`src/rtl/lpm_pkg.sv`:
```
package lpm_pkg;

  typedef enum logic [2:0] {
    PS_RUN   = 3'd0,
    PS_STOP0 = 3'd1,
    PS_STOP1 = 3'd2,
    PS_STBY  = 3'd3,
    PS_SHDN  = 3'd4,
    PS_RSTP  = 3'd5
  } pstate_t;

  localparam int unsigned NCAUSE    = 4;
  localparam int unsigned CAUSE_PIN = 0;
  localparam int unsigned CAUSE_RTC = 1;
  localparam int unsigned CAUSE_AWU = 2;
  localparam int unsigned CAUSE_EXT = 3;

  // Maps the selector to a target state; PS_RUN means no deep entry.
  function automatic pstate_t decode_mode(input logic [2:0] sel);
    if (sel[2])              return PS_SHDN;
    else if (sel == 3'b000)  return PS_STOP0;
    else if (sel == 3'b001)  return PS_STOP1;
    else if (sel == 3'b011)  return PS_STBY;
    else                     return PS_RUN;
  endfunction

endpackage

```
`src/rtl/lpm_entry_qual.sv`:
```
module lpm_entry_qual
  import lpm_pkg::*;
#(
  parameter int unsigned NPIN = 2,
  parameter int unsigned NRTC = 5
) (
  input  logic            wfi_i,
  input  logic            wfe_i,
  input  logic            hret_i,
  input  logic            deep_en_i,
  input  logic            exit_sleep_en_i,
  input  logic            irq_pend_i,
  input  logic            evt_pend_i,
  input  logic [2:0]      mode_sel_i,
  input  logic [NPIN-1:0] wuf_i,
  input  logic [NRTC-1:0] rtc_flag_i,
  input  logic [NRTC-1:0] rtc_src_en_i,
  input  logic            abandon_i,
  output logic            go_o,
  output pstate_t         tgt_o
);

  logic strobe_ok;
  logic flags_clear;

  always_comb begin
    tgt_o       = decode_mode(mode_sel_i);
    strobe_ok   = (wfi_i & ~irq_pend_i) |
                  (wfe_i & ~evt_pend_i) |
                  (hret_i & exit_sleep_en_i & ~irq_pend_i);
    flags_clear = ~(|wuf_i) & ~(|(rtc_flag_i & rtc_src_en_i));
    go_o        = deep_en_i & strobe_ok & flags_clear &
                  (tgt_o != PS_RUN) & ~abandon_i;
  end

endmodule

```
`src/rtl/lpm_wake_det.sv`:
```
module lpm_wake_det
  import lpm_pkg::*;
#(
  parameter int unsigned NPIN = 2,
  parameter int unsigned NRTC = 5
) (
  input  logic              clk,
  input  logic              rst_n,
  input  pstate_t           st_i,
  input  logic [NPIN-1:0]   wake_pin_i,
  input  logic              ext_rst_i,
  input  logic              awu_tick_i,
  input  logic [NRTC-1:0]   rtc_flag_i,
  input  logic [NRTC-1:0]   rtc_src_en_i,
  input  logic              rtc_rise_arm_i,
  output logic              abandon_o,
  output logic              wake_o,
  output logic [NCAUSE-1:0] cause_o
);

  logic rtc_hit;
  logic rtc_hit_q;
  logic rtc_src;
  logic in_stop;
  logic in_lp;

  always_comb begin
    rtc_hit   = |(rtc_flag_i & rtc_src_en_i);
    in_stop   = (st_i == PS_STOP0) || (st_i == PS_STOP1);
    in_lp     = in_stop || (st_i == PS_STBY) || (st_i == PS_SHDN);
    rtc_src   = in_stop ? (rtc_rise_arm_i & rtc_hit & ~rtc_hit_q) : rtc_hit;
    cause_o   = '0;
    cause_o[CAUSE_PIN] = |wake_pin_i;
    cause_o[CAUSE_RTC] = rtc_src;
    cause_o[CAUSE_AWU] = awu_tick_i;
    cause_o[CAUSE_EXT] = ext_rst_i;
    abandon_o = (|wake_pin_i) | awu_tick_i | ext_rst_i;
    wake_o    = in_lp & (|cause_o);
  end

  always_ff @(posedge clk or negedge rst_n) begin
    if (!rst_n) rtc_hit_q <= 1'b0;
    else        rtc_hit_q <= rtc_hit;
  end

endmodule

```
`src/rtl/lpm_rst_seq.sv`:
```
module lpm_rst_seq #(
  parameter int unsigned RST_CYC = 4
) (
  input  logic clk,
  input  logic rst_n,
  input  logic start_i,
  output logic busy_o,
  output logic done_o
);

  localparam int unsigned CW = (RST_CYC > 1) ? $clog2(RST_CYC) : 1;
  localparam logic [CW-1:0] CNT_TOP = CW'(RST_CYC - 1);

  logic [CW-1:0] cnt_q, cnt_d;
  logic          busy_d;
  logic          cnt_en;

  always_comb begin
    cnt_en = start_i | busy_o;
    cnt_d  = cnt_q;
    busy_d = busy_o;
    if (start_i) begin
      cnt_d  = CNT_TOP;
      busy_d = 1'b1;
    end else if (busy_o) begin
      if (cnt_q == '0) busy_d = 1'b0;
      else             cnt_d  = cnt_q - 1'b1;
    end
    done_o = busy_o & (cnt_q == '0);
  end

  always_ff @(posedge clk or negedge rst_n) begin
    if (!rst_n) begin
      cnt_q  <= '0;
      busy_o <= 1'b0;
    end else if (cnt_en) begin
      cnt_q  <= cnt_d;
      busy_o <= busy_d;
    end
  end

endmodule

```
`src/rtl/lpm_gate.sv`:
```
module lpm_gate
  import lpm_pkg::*;
#(
  parameter int unsigned NPIN    = 2,
  parameter int unsigned NRTC    = 5,
  parameter int unsigned RST_CYC = 4
) (
  input  logic              clk,
  input  logic              rst_n,
  input  logic              wfi_i,
  input  logic              wfe_i,
  input  logic              hret_i,
  input  logic              deep_en_i,
  input  logic              exit_sleep_en_i,
  input  logic              irq_pend_i,
  input  logic              evt_pend_i,
  input  logic [2:0]        mode_sel_i,
  input  logic [NPIN-1:0]   wuf_i,
  input  logic [NRTC-1:0]   rtc_flag_i,
  input  logic [NRTC-1:0]   rtc_src_en_i,
  input  logic              rtc_rise_arm_i,
  input  logic [NPIN-1:0]   wake_pin_i,
  input  logic              ext_rst_i,
  input  logic              awu_tick_i,
  output logic [2:0]        pwr_state_o,
  output logic              dom_rst_o,
  output logic [NCAUSE-1:0] wake_cause_o
);

  pstate_t           st_q, st_d;
  logic              go;
  pstate_t           tgt;
  logic              abandon;
  logic              wake;
  logic [NCAUSE-1:0] cause_now;
  logic              rst_start;
  logic              rst_done;
  logic              cause_en;

  lpm_entry_qual #(.NPIN(NPIN), .NRTC(NRTC)) u_qual (
    .wfi_i(wfi_i), .wfe_i(wfe_i), .hret_i(hret_i),
    .deep_en_i(deep_en_i), .exit_sleep_en_i(exit_sleep_en_i),
    .irq_pend_i(irq_pend_i), .evt_pend_i(evt_pend_i),
    .mode_sel_i(mode_sel_i), .wuf_i(wuf_i),
    .rtc_flag_i(rtc_flag_i), .rtc_src_en_i(rtc_src_en_i),
    .abandon_i(abandon), .go_o(go), .tgt_o(tgt)
  );

  lpm_wake_det #(.NPIN(NPIN), .NRTC(NRTC)) u_wake (
    .clk(clk), .rst_n(rst_n), .st_i(st_q),
    .wake_pin_i(wake_pin_i), .ext_rst_i(ext_rst_i), .awu_tick_i(awu_tick_i),
    .rtc_flag_i(rtc_flag_i), .rtc_src_en_i(rtc_src_en_i),
    .rtc_rise_arm_i(rtc_rise_arm_i),
    .abandon_o(abandon), .wake_o(wake), .cause_o(cause_now)
  );

  lpm_rst_seq #(.RST_CYC(RST_CYC)) u_rseq (
    .clk(clk), .rst_n(rst_n), .start_i(rst_start),
    .busy_o(dom_rst_o), .done_o(rst_done)
  );

  always_comb begin
    st_d      = st_q;
    rst_start = 1'b0;
    case (st_q)
      PS_RUN:                     if (go)   st_d = tgt;
      PS_STOP0, PS_STOP1, PS_STBY: if (wake) st_d = PS_RUN;
      PS_SHDN: if (wake) begin
        st_d      = PS_RSTP;
        rst_start = 1'b1;
      end
      PS_RSTP:                    if (rst_done) st_d = PS_RUN;
      default:                    st_d = PS_RUN;
    endcase
    cause_en = wake;
  end

  always_ff @(posedge clk or negedge rst_n) begin
    if (!rst_n) st_q <= PS_RUN;
    else        st_q <= st_d;
  end

  // Always-on cause register: only the power-on reset clears it.
  always_ff @(posedge clk or negedge rst_n) begin
    if (!rst_n)        wake_cause_o <= '0;
    else if (cause_en) wake_cause_o <= cause_now;
  end

  assign pwr_state_o = st_q;


  no_deep_stay_chk: assert property (@(posedge clk) disable iff (!rst_n)
    (st_q == PS_RUN && !deep_en_i) |=> st_q == PS_RUN);


  wuf_block_chk: assert property (@(posedge clk) disable iff (!rst_n)
    (st_q == PS_RUN && |wuf_i) |=> st_q == PS_RUN);


  stop_unarmed_chk: assert property (@(posedge clk) disable iff (!rst_n)
    ((st_q == PS_STOP0 || st_q == PS_STOP1) && !rtc_rise_arm_i &&
     !(|wake_pin_i) && !awu_tick_i && !ext_rst_i) |=> st_q == $past(st_q));


  shdn_exit_chk: assert property (@(posedge clk) disable iff (!rst_n)
    (st_q == PS_SHDN && wake) |=> (st_q == PS_RSTP && dom_rst_o));


  rst_phase_match_chk: assert property (@(posedge clk) disable iff (!rst_n)
    dom_rst_o == (st_q == PS_RSTP));


  cause_hold_chk: assert property (@(posedge clk) disable iff (!rst_n)
    !wake |=> $stable(wake_cause_o));

endmodule

```
`config.mk`:
```
export PLATFORM = sky130hd
export DESIGN_NAME = lpm_gate
export DESIGN_NICKNAME = d
export VERILOG_FILES = /design/src/rtl/lpm_pkg.sv /design/src/rtl/lpm_entry_qual.sv /design/src/rtl/lpm_wake_det.sv /design/src/rtl/lpm_rst_seq.sv /design/src/rtl/lpm_gate.sv
export SDC_FILE = /design/constraint.sdc
export NUM_CORES = 1
export LEC_CHECK = 0
export CORE_MARGIN = 5
export CORE_UTILIZATION = 38
export CTS_CLUSTER_SIZE = 12
export DETAILED_ROUTE_END_ITERATION = 6
export PLACE_DENSITY = 0.94
export SETUP_SLACK_MARGIN = 0.4
export SYNTH_ARGS = -nofsm -noshare
export SYNTH_HDL_FRONTEND = slang
export SYNTH_SLANG_ARGS = --single-unit
```
`constraint.sdc`:
```
create_clock -name clk -period 3.9 [get_ports clk]
set_clock_uncertainty 0.2 [all_clocks]
set_input_delay 0.78 -clock clk [delete_from_list [all_inputs] [get_ports clk]]
set_output_delay 0.78 -clock clk [all_outputs]
set_load 0.02 [all_outputs]
```
==> impl_metrics.py <==
metrics = {
    "worst_setup_path": {
        "timing.critical_path.from_type": "flip-flop",
        "path_cells": "clkdlybuf4s50_1",
        "rr_endpoint": "wake_cause_o[0]$_DFFE_PN0N_",
        "cpPeakStageDelay_ns": 0.66,
        "critPathTopFamily": "buffers and inverters",
        "r2r_setup_slack_ns": 2.04,
        "crit_path_start": "pwr_state_o[0]$_DFFE_PN0P_",
        "cp.required_ns": 2.92,
        "slowest_stage": "clkdlybuf4s50_1",
        "worstSetupPathType": "flip-flop to output port",
        "rr_startpoint": "pwr_state_o[1]$_DFFE_PN0P_",
        "arrival_ns": 1.42,
        "crit_path_end_kind": "output port",
        "reg2regPathDepth": 5,
        "path_buf_inv": 1,
        "cp_max_fo": 7,
    },
    "clock_network": {
        "htreeDepth": 1,
        "tritoncts": "yes",
        "clock_sinks": 11,
        "cts_resized": 0,
        "postCtsHoldBufs": 0,
        "clk_path_buf_depth": 2,
        "cts_buffers": 3,
        "path_clk_slew_ns": 0.07,
        "cts_setup_buffers": 0,
        "clockRootBuffer": "clkbuf_4",
        "clk_latency_ns": 0.28,
    },
    "job": {
        "drv_cap": 0,
    },
    "placement": {
        "placed_area_um2": 991,
        "gp_congestion": 0.739,
        "dp_hpwl_mm": 1.39,
        "io_buffers": 36,
    },
    "synth": {
        "synth_nets": 98,
        "synth-seq-cells": 11,
        "syn_area_um2": 611,
        "ys_types": 24,
        "ys_warn_count": 0,
        "synth_area_leaders": "dfrtp_1 (45%), nand2_1 (10%), a2111oi_4 (4.5%)",
        "yosysSeqAreaShare": 0.451,
        "avgSynthCellArea_um2": 8.98,
        "synth_top_area_cell": "dfrtp_1",
        "synth_cells": 68,
        "yosys.area.top_type_share": 0.451,
    },
    "sta": {
        "slew_violations": 0,
        "setup-tns-final_ns": 0,
        "rsz0062_at_grt": "no",
        "finalCriticalPeriod_ns": 2.40,
        "worstMarginPinSlew_ns": 0.491,
        "final.period_utilization": 0.614,
        "relSlewSlack": 0.671,
        "finalSetupViolCount": 0,
        "hold_viol_final": 0,
        "max_freq_ghz": 0.417,
    },
    "route": {
        "finalWirelength_mm": 1.70,
        "drc_errors": 0,
        "vias_per_cell": 5.27,
        "routedWlPerCell_um": 13.7,
        "dr_total_vias": 654,
        "drt_iter0_drc": 11,
        "ant_nets": 0,
        "detail_route.first_pass.iterations": 4,
    },
    "grt": {
        "grt_pass1_wl_mm": 2.93,
        "grt_max_degree": 12,
        "antenna_found_initial": 0,
        "track_usage": 0.157,
        "grt_pass1_vias": 660,
        "gr-total-overflow": 0,
    },
    "die": {
        "core-area_um2": 1520,
        "start_util": 0.401,
        "die_w_um": 50.1,
        "fp.dieH_um": 50.1,
        "num_io_pins": 37,
        "die-area_um2": 2510,
        "fp-row-count": 14,
    },
    "final_layout": {
        "final-seq-area_um2": 275,
        "antenna_cells": 0,
        "fin_area_um2": 1020,
        "drive_gt1_frac": 0.0463,
        "final_common_cell": "clkdlybuf4s50_1",
        "fin_nets": 139,
        "multiInputGateArea_um2": 317,
        "fillCellCount": 122,
        "layout_common_cells": "clkdlybuf4s50_1 (36), nand2_1 (17), dfrtp_1 (11)",
        "area_growth_syn_to_layout_pct": 66.6,
    },
    "min_path": {
        "hold_start": "wake_cause_o[3]$_DFFE_PN0N_",
        "hold_depth": 2,
        "min_path_type": "flip-flop to flip-flop",
        "whs_endpoint": "wake_cause_o[3]$_DFFE_PN0N_",
    },
    "power": {
        "p_per_area_nw_per_um2": 590,
        "p_leak_nw": 0.437,
        "ir_drop_mv": 0.388,
    },
    "outcome": {
        "outcome": "complete, no violations",
    },
}
## cell families (layout without fill, tap and decap cells)
logic type / after synthesis / in the layout / share of synthesized area
xor gates and xnor gates: 4 / 4 / 0.0574
buffers and inverters: 5 / 45 / 0.0307
AOI/OAI and AO/OA: 18 / 18 / 0.244
adders and majority gates: 1 / 1 / 0.0205
and+or+nand+nor: 29 / 29 / 0.197
DFF: 11 / 11 / 0.451
## synthesized netlist by cell type
cell,instances
nand2_1,17
dfrtp_1,11
nor2_1,7
inv_1,5
a21oi_1,3
xnor2_1,3
nand2b_1,2
o211ai_1,2
o21ai_0,2
o22ai_1,2
a2111oi_4,1
a21boi_0,1
a21o_1,1
a222oi_1,1
a22o_1,1
a22oi_1,1
a31oi_1,1
a32oi_1,1
and3_1,1
ha_1,1
nand4_1,1
nor3_1,1
o31ai_2,1
xor2_1,1
## worst max path at each step
stage | endpoint | slack (ns) | depth (start not counted)
3_3_place_gp | pwr_state_o[2]$_DFFE_PN0P_ | 1.31 | 6
3_5_place_dp | pwr_state_o[2]$_DFFE_PN0P_ | 1.24 | 6
6_report | pwr_state_o[0] | 1.50 | 1
2_1_floorplan | pwr_state_o[2]$_DFFE_PN0P_ | 1.78 | 5
4_1_cts | pwr_state_o[1] | 1.50 | 1
5_1_grt | wake_cause_o[0]$_DFFE_PN0N_ | 1.35 | 6
## final cells by class
class / count / area share
multi-input combinational: 52 / 0.311
tap: 16 / 0.0197
timing repair buffer: 36 / 0.354
inverter: 5 / 0.0185
sequential: 11 / 0.271
clock buffer: 4 / 0.0258
## report_power, final
group          switching (mW)  total (mW)  internal, mW
logic                   0.171       0.326         0.155
clock network          0.0374      0.0771        0.0397
registers              0.0346       0.196         0.161
total                   0.243       0.600         0.356
## flip-flops by register name, summed over array words and instances (netlist names)
register          flops
pwr_state_o           3
wake_cause_o          4
u_wake.rtc_hit_q      1
u_rseq.cnt_q          2
u_rseq.busy_o         1
## through the flow
stage / setup slack (ns) / total power, mW / hold WS [ns] / util / cells
6_report: 1.50 / 0.600 / 0.285 / 0.667 / 124
3_5_place_dp: 1.24 / 0.522 / 0.268 / 0.650 / 120
2_1_floorplan: 1.78 / 0.384 / 0.278 / - / 68
3_3_place_gp: 1.31 / 0.505 / 0.260 / 0.650 / 120
5_1_grt: 1.35 / 0.647 / 0.323 / 0.667 / 124
4_1_cts: 1.50 / 0.602 / 0.285 / 0.667 / 124
## routing by layer
metal	wire, um	global-route usage	part of all wire	vias up
met4	62	0.105	0.037	0
li1	-	-	-	320
met1	574	0.158	0.34	297
met3	159	0.0693	0.094	6
met5	0	0	0	-
met2	902	0.255	0.53	31
(Power assumes the default switching activity.)
